**src/rtl/msb_window_shifter.sv**
```systemverilog
module msb_window_shifter #(
  parameter int W = 24
) (
  input  logic         clk,
  input  logic         rst_n,
  input  logic [1:0]   mode,
  input  logic         load,
  input  logic [W-1:0] load_data,
  input  logic         shift_en,
  input  logic         ser_in,
  output logic         ser_out,
  output logic         word_done,
  output logic [W-1:0] rx_data
);
  localparam int CW  = $clog2(W + 1);
  localparam int SEG = W / 3;

  logic [W-1:0]  sr, shifted, win_mask;
  logic [CW-1:0] len, gap, cnt;
  logic          last;

  always_comb begin
    case (mode)
      2'b00:   len = CW'(SEG);
      2'b01:   len = CW'(2 * SEG);
      default: len = CW'(W);
    endcase
  end

  assign gap      = CW'(W) - len;
  assign win_mask = {W{1'b1}} << gap;
  assign shifted  = ({sr[W-2:0], 1'b0} | (W'(ser_in) << gap)) & win_mask;
  assign last     = shift_en && ((cnt + 1'b1) >= len);
  assign ser_out  = sr[W-1];

  always_ff @(posedge clk or negedge rst_n) begin
    if (!rst_n) begin
      sr        <= '0;
      cnt       <= '0;
      word_done <= 1'b0;
      rx_data   <= '0;
    end else begin
      word_done <= last;
      if (last) rx_data <= shifted >> gap;
      if (load) begin
        sr  <= load_data << gap;
        cnt <= '0;
      end else if (shift_en) begin
        sr  <= shifted;
        cnt <= last ? '0 : cnt + 1'b1;
      end
    end
  end
endmodule

```
**config.mk**
```make
export PLATFORM = sky130hd
export DESIGN_NAME = msb_window_shifter
export DESIGN_NICKNAME = d
export VERILOG_FILES = /design/src/rtl/msb_window_shifter.sv
export SDC_FILE = /design/constraint.sdc
export NUM_CORES = 1
export LEC_CHECK = 0
export BUFFER_PORTS_ARGS = -buffer_cell sky130_fd_sc_hd__buf_2
export CAP_MARGIN = 20
export CORE_MARGIN = 2
export CORE_UTILIZATION = 59
export DETAILED_ROUTE_END_ITERATION = 16
export PLACE_DENSITY = 0.89
export REMOVE_ABC_BUFFERS = 1
export SYNTH_ARGS = -nofsm -noshare
export SYNTH_HDL_FRONTEND = slang
export SYNTH_SLANG_ARGS = --single-unit
```
**constraint.sdc**
```tcl
create_clock -name clk -period 5.9 [get_ports clk]
set_clock_uncertainty 0.15 [all_clocks]
set_input_delay 0.295 -clock clk [delete_from_list [all_inputs] [get_ports clk]]
set_output_delay 0.295 -clock clk [all_outputs]
set_load 0.1 [all_outputs]
```
### Word-level counts from Yosys, hierarchy flattened

Index checks and enable logic that the tools add are counted.

| word-level totals | value |
|---|---|
| bits in registers | 54 |
| output and inout port bits | 26 |

| operators by class | value |
|---|---|
| $add $sub $neg | 2 |
| order comparisons | 1 |
| equal/unequal tests | 1 |
| shift operators | 4 |
| mux-type cells | 6 |
| bitwise operators | 2 |
| reductions and logical operators | 3 |

Operator list:

| cell | number |
|---|---|
| 24-bit 2-to-1 mux | 2 |
| 24-bit bitwise AND | 1 |
| 24-bit OR | 1 |
| 1-bit by 5-bit left shift with 24-bit output | 1 |
| 24-bit by 5-bit left shift with 24-bit output | 1 |
| 24-bit by 5-bit left shift with 24-bit output (first input constant) | 1 |
| 24-bit by 5-bit >> shifter with 24-bit output | 1 |
| 5-bit 2-to-1 mux | 3 |
| 5-bit case mux with 2 select lines | 1 |
| 5-bit by 1-bit adder with 5-bit output (second input constant) | 1 |
| 5-bit >= comparator | 1 |
| 5-bit subtractor (first input constant) | 1 |
| 2-bit by 1-bit == test with 1-bit output (second input constant) | 1 |
| 2-bit logical NOT | 1 |
| 2-bit nonzero test | 1 |
| 1-bit logical AND | 1 |

### Depth between registers and ports, before layout

| logic depth | value |
|---|---|
| word-level depth | 8 |
| mapped depth | 12 |
| gate-level depth less buffers | 8 |

### Worst setup path after synthesis

No wires, ideal clock.

| timing | value |
|---|---|
| kind | input to register |
| start point | in mode[0] |
| end point | reg rx_data[0] |
| library setup time | 0.125 ns |
| data arrival time | 2.547 ns |
| data required time | 5.625 ns |
| path slack | 3.078 ns |
| stages on the path | 12 |
| cells stage by stage | buf_2 > nor2b_1 > clkbuf_1 > buf_2 > inv_1 > ha_1 > and3_1 > a221oi_2 > nand2b_1 > buf_6 > buf_12 > mux2_4 |

| between the ends | value |
|---|---|
| word-level cells in the longest chain between the ends | 7 |
| elaborated cells on any way between the ends | 11 |
| classes of those cells | add/sub: 1; order compare: 1; eq/ne: 1; shift: 3; mux: 1; bitwise: 2; reduce/logical: 2 |

Ends and longest elaborated chain:

| what | line | source |
|---|---|---|
| start: declaration | 6 | `input logic [1:0] mode,` |
| 2-bit by 1-bit == test with 1-bit output / 2-bit logical NOT (equally long branches) | 23 | `case (mode)` |
| 5-bit case mux with 2 select lines * | 23 |  |
| parallel branches: the longest is 5 deep, another holds 5-bit subtractor | n/a |  |
| end signal: assignment | 44 | `if (last) rx_data <= shifted >> gap;` |
| end: declaration | 13 | `output logic [W-1:0] rx_data` |

Every way passes the cells marked *.
A chain may end at the register's enable or synchronous reset.

### Final worst setup path

| timing | value |
|---|---|
| start point | reg cnt[0] |
| end point | reg rx_data[8] |

| between the ends | value |
|---|---|
| word-level cells in the longest chain between the ends | 3 |

Ends and longest elaborated chain:

| what | line | source |
|---|---|---|
| start: declaration | 19 | `logic [CW-1:0] len, gap, cnt;` |
| start signal: assignment | 50 | `cnt <= last ? '0 : cnt + 1'b1;` |
| 5-bit by 1-bit adder with 5-bit output | 33 | `assign last = shift_en && ((cnt + 1'b1) >= len);` |
| 5-bit >= comparator | 33 |  |
| 1-bit logical AND | 33 |  |

No other way between the ends.

==> key figures <==
Status
  – Status: complete, no violations

Setup path
  – CP Launch Type: flop
  – Origin of the critical flop-to-flop path: cnt[0]
  – RR Endpoint: rx_data[8]
  – Critical Path Sink Type: flop
  – Reg2reg path depth: 9
  – Maximum fanout along the worst path: 14
  – R2R setup slack: 2.66 ns
  – WP data arrival: 3.30 ns
  – Crit Path Class: flop to flop
  – Critical path required time: 5.96 ns

Floorplanning
  – Ports: 57
  – FP Rows: 25
  – Total Die Area: 5562 um2
  – Core area: 4755 um2
  – Initial core utilization: 0.6182
  – Horiz. Die Dim: 74.58 um
  – Die H: 74.58 um

Min path
  – Hold path startpoint: load_data[15]
  – Hold Path Depth: 3
  – Tightest Hold Check Type: input port to flop
  – Worst min-delay path endpoint: sr[15]

Drt
  – DR vias/cell: 6.037
  – Vias: 2421
  – WL final: 6830 um
  – Initial DRT Pass Iterations: 4
  – DRC violations left: 0
  – Routed len/inst: 17.03 um
  – Initial DRC count: 224
  – Routed Antenna Nets: 0

Logic synthesis
  – Commonest cells post-synth: dfrtp_1, o21ai_0, nand2_1
  – Mux cell area share after synthesis: 0.1524
  – Leading area contributor after synthesis: dfrtp_1
  – Primary FF master, synth: dfrtp_1
  – Post-Synth Adder-Cell Area: 0.01703
  – Most common cell in the netlist: dfrtp_1
  – Simple-Gate Fraction of Synth Area: 0.1073
  – Netlist Area Pre-Place: 2939 um2
  – Synth Area in XOR/XNOR: 0.008940
  – Synth Area in Compound Gates: 0.2048
  – Register area share after synthesis: 0.4598
  – Syn Area/Cell: 10.21 um2
  – Post-synth EDFFs: 0
  – Post-synthesis cell count: 288
  – Largest family of logic cells by synthesized area: compound AO/OA/AOI/OAI gates
  – Synth top area share: 0.4598
  – Flops & latches, synth: 54
  – YS warnings: 0
  – Post-synth ARST share: 1.000
  – Top cells by area, synth: dfrtp_1, mux2i_1, a22o_1, o21ai_0, mux2_4
  – Unique masters post-synth: 36

Global route
  – First-pass GRT wire length: 10840 um
  – Vias in the first global route: 2232
  – Grt ovf: 0
  – Initial antenna violation count: 0
  – Largest net degree at the start of global routing: 55
  – Gr usage total: 0.2611

Placement
  – GP Congestion: 0.8290
  – Input/output buffers: 56
  – Post-place setup slack: 2.563 ns
  – Post-DP HPWL: 4565 um

Power and ir drop
  – Max VDD drop: 0.2022 mV
  – LEAKAGE: 1.689 nW
  – PwrDens: 344.5 nW/um2

CTS
  – Root buffer cell: clkbuf_8
  – Setup Buffers After CTS: 0
  – Clk buf depth: 2
  – Skew-Pair Late Insertion Delay: 0.31 ns
  – CTS sink count: 54
  – Clk slew on worst S/H paths: 0.10 ns
  – CTS tree: built
  – H-tree Lvls: 2
  – CTS buffer count: 5

Timing
  – Setup TNS: 0 ns
  – Fin crit period: 3.242 ns
  – Tightest Pin Transition: 0.8298 ns
  – Tcrit/Tclk final: 0.5494
  – Hold Vio Cnt, Final: 0
  – Setup-failing EPs final: 0
  – Rel. slew slack: 0.4468
  – Final worst setup slack: 2.659 ns
  – Max Fclk: 308.5 MHz
  – RSZ-0062 raised after global routing: no
  – Final slew viol count: 0

Finish
  – Number of fill cells: 372
  – Layout Nets: 368
  – Layout cells sized above 1: 0.2575
  – ANT cells: 0
  – Final core occ: 0.7008
  – Synth-to-Final Area Change: 13.37%

Run
  – Max Cap Viol: 0
==> final cells by class <==
class                   instances  area, um2  area share
multi-input cells             205       1441      0.4326
clock inverters                 3      40.04     0.01202
inverters                       5      18.77    0.005633
clock buffers                   5      68.82     0.02065
flip-flops and latches         54       1351      0.4056
repair buffers                 62      327.8     0.09839
well taps                      67      83.83     0.02516
==> where the power goes <==
part | leakage (nW) | switching (mW) | internal, mW | total [mW]
sequential | 0.702 | 0.0405 | 0.421 | 0.461
clock | 0.0579 | 0.120 | 0.125 | 0.245
combinational | 0.929 | 0.343 | 0.0986 | 0.442
==> through the flow <==
step           cells  hold slack, ns  area (um2)  power, mW
3_5_place_dp     392          0.3114        3213     0.9082
6_report         401         0.05367        3332      1.148
3_3_place_gp     392          0.3075        3213     0.9008
4_1_cts          401         0.04980        3332      1.150
2_1_floorplan    264         -0.1506        2811     0.8057
5_1_grt          401         0.06281        3332      1.190
==> worst max-delay path: stages, from the launching register on <==
cell	delay, ns
dfrtp_1	0.42
ha_1	0.26
nand3_1	0.11
xnor2_1	0.21
ha_1	0.31
and3_1	0.20
a221oi_2	0.25
nand2b_1	0.51
buf_4	0.35
mux2_2	0.37
==> routing by layer <==
metal  part of all wire  vias up  GRT usage
met2               0.48      102     0.4159
met3              0.057       11    0.03252
met4              0.017        0    0.08730
met1               0.44     1179     0.3730
met5                  0        -          0
li1                   -     1129          -
==> cells in the final DEF, fill, tap and decap left out, types with 2 or more instances in the layout <==
cell type  Yosys  routed
inv_1          4       4
nand3b_1       3       3
and3_1         4       4
mux2_4        10      10
a22oi_1        3       3
a22o_1        24      24
clkbuf_8       0       5
a32oi_1        4       4
nand3_1        6       6
nor3b_1        5       5
mux2_2         5       5
nand2_1       38      38
a21oi_1       14      14
nand2b_1       2       2
nor2_1         4       4
a211oi_1       4       4
clkinv_2       0       2
buf_2          5      56
buf_4          0       5
xnor2_1        2       2
dfrtp_1       54      54
ha_1           4       4
mux2i_1       23      23
o21ai_0       39      39
nor2b_1        2       2
==> timing repair <==
| item | CTS | global route |
|---|---|---|
| hold endpoints to repair | 54 | 0 |
| resized for setup | 0 | 0 |
| endpoints found under the setup margin | 0 | 0 |
| hold buffers | 1 | 0 |
==> how the worst max path moves through the flow <==
stage	from	end	slack, ns	depth (start not counted)
after floorplan	mode[0]	rx_data[5]	2.46	7
after CTS	cnt[0]	rx_data[8]	2.69	9
final	cnt[0]	rx_data[8]	2.66	9
after global placement	mode[0]	rx_data[9]	2.72	9
after global routing	cnt[0]	rx_data[8]	2.44	9
after detailed placement	mode[0]	rx_data[8]	2.56	9
==> registers in the layout, summed over array words and instances (netlist names) <==
| name | flops |
|---|---|
| rx_data | 24 |
| sr | 24 |
| cnt | 5 |
| word_done | 1 |
==> logic make-up after synthesis <==
family	count (synthesis)
AO/OA/AOI/OAI	92
AND/OR/NAND/NOR	67
flip-flops	54
multiplexers	39
buffers and inverters	29
adder cells (fa/ha/maj)	4
XOR/XNOR	3
(Power assumes the default switching activity.)
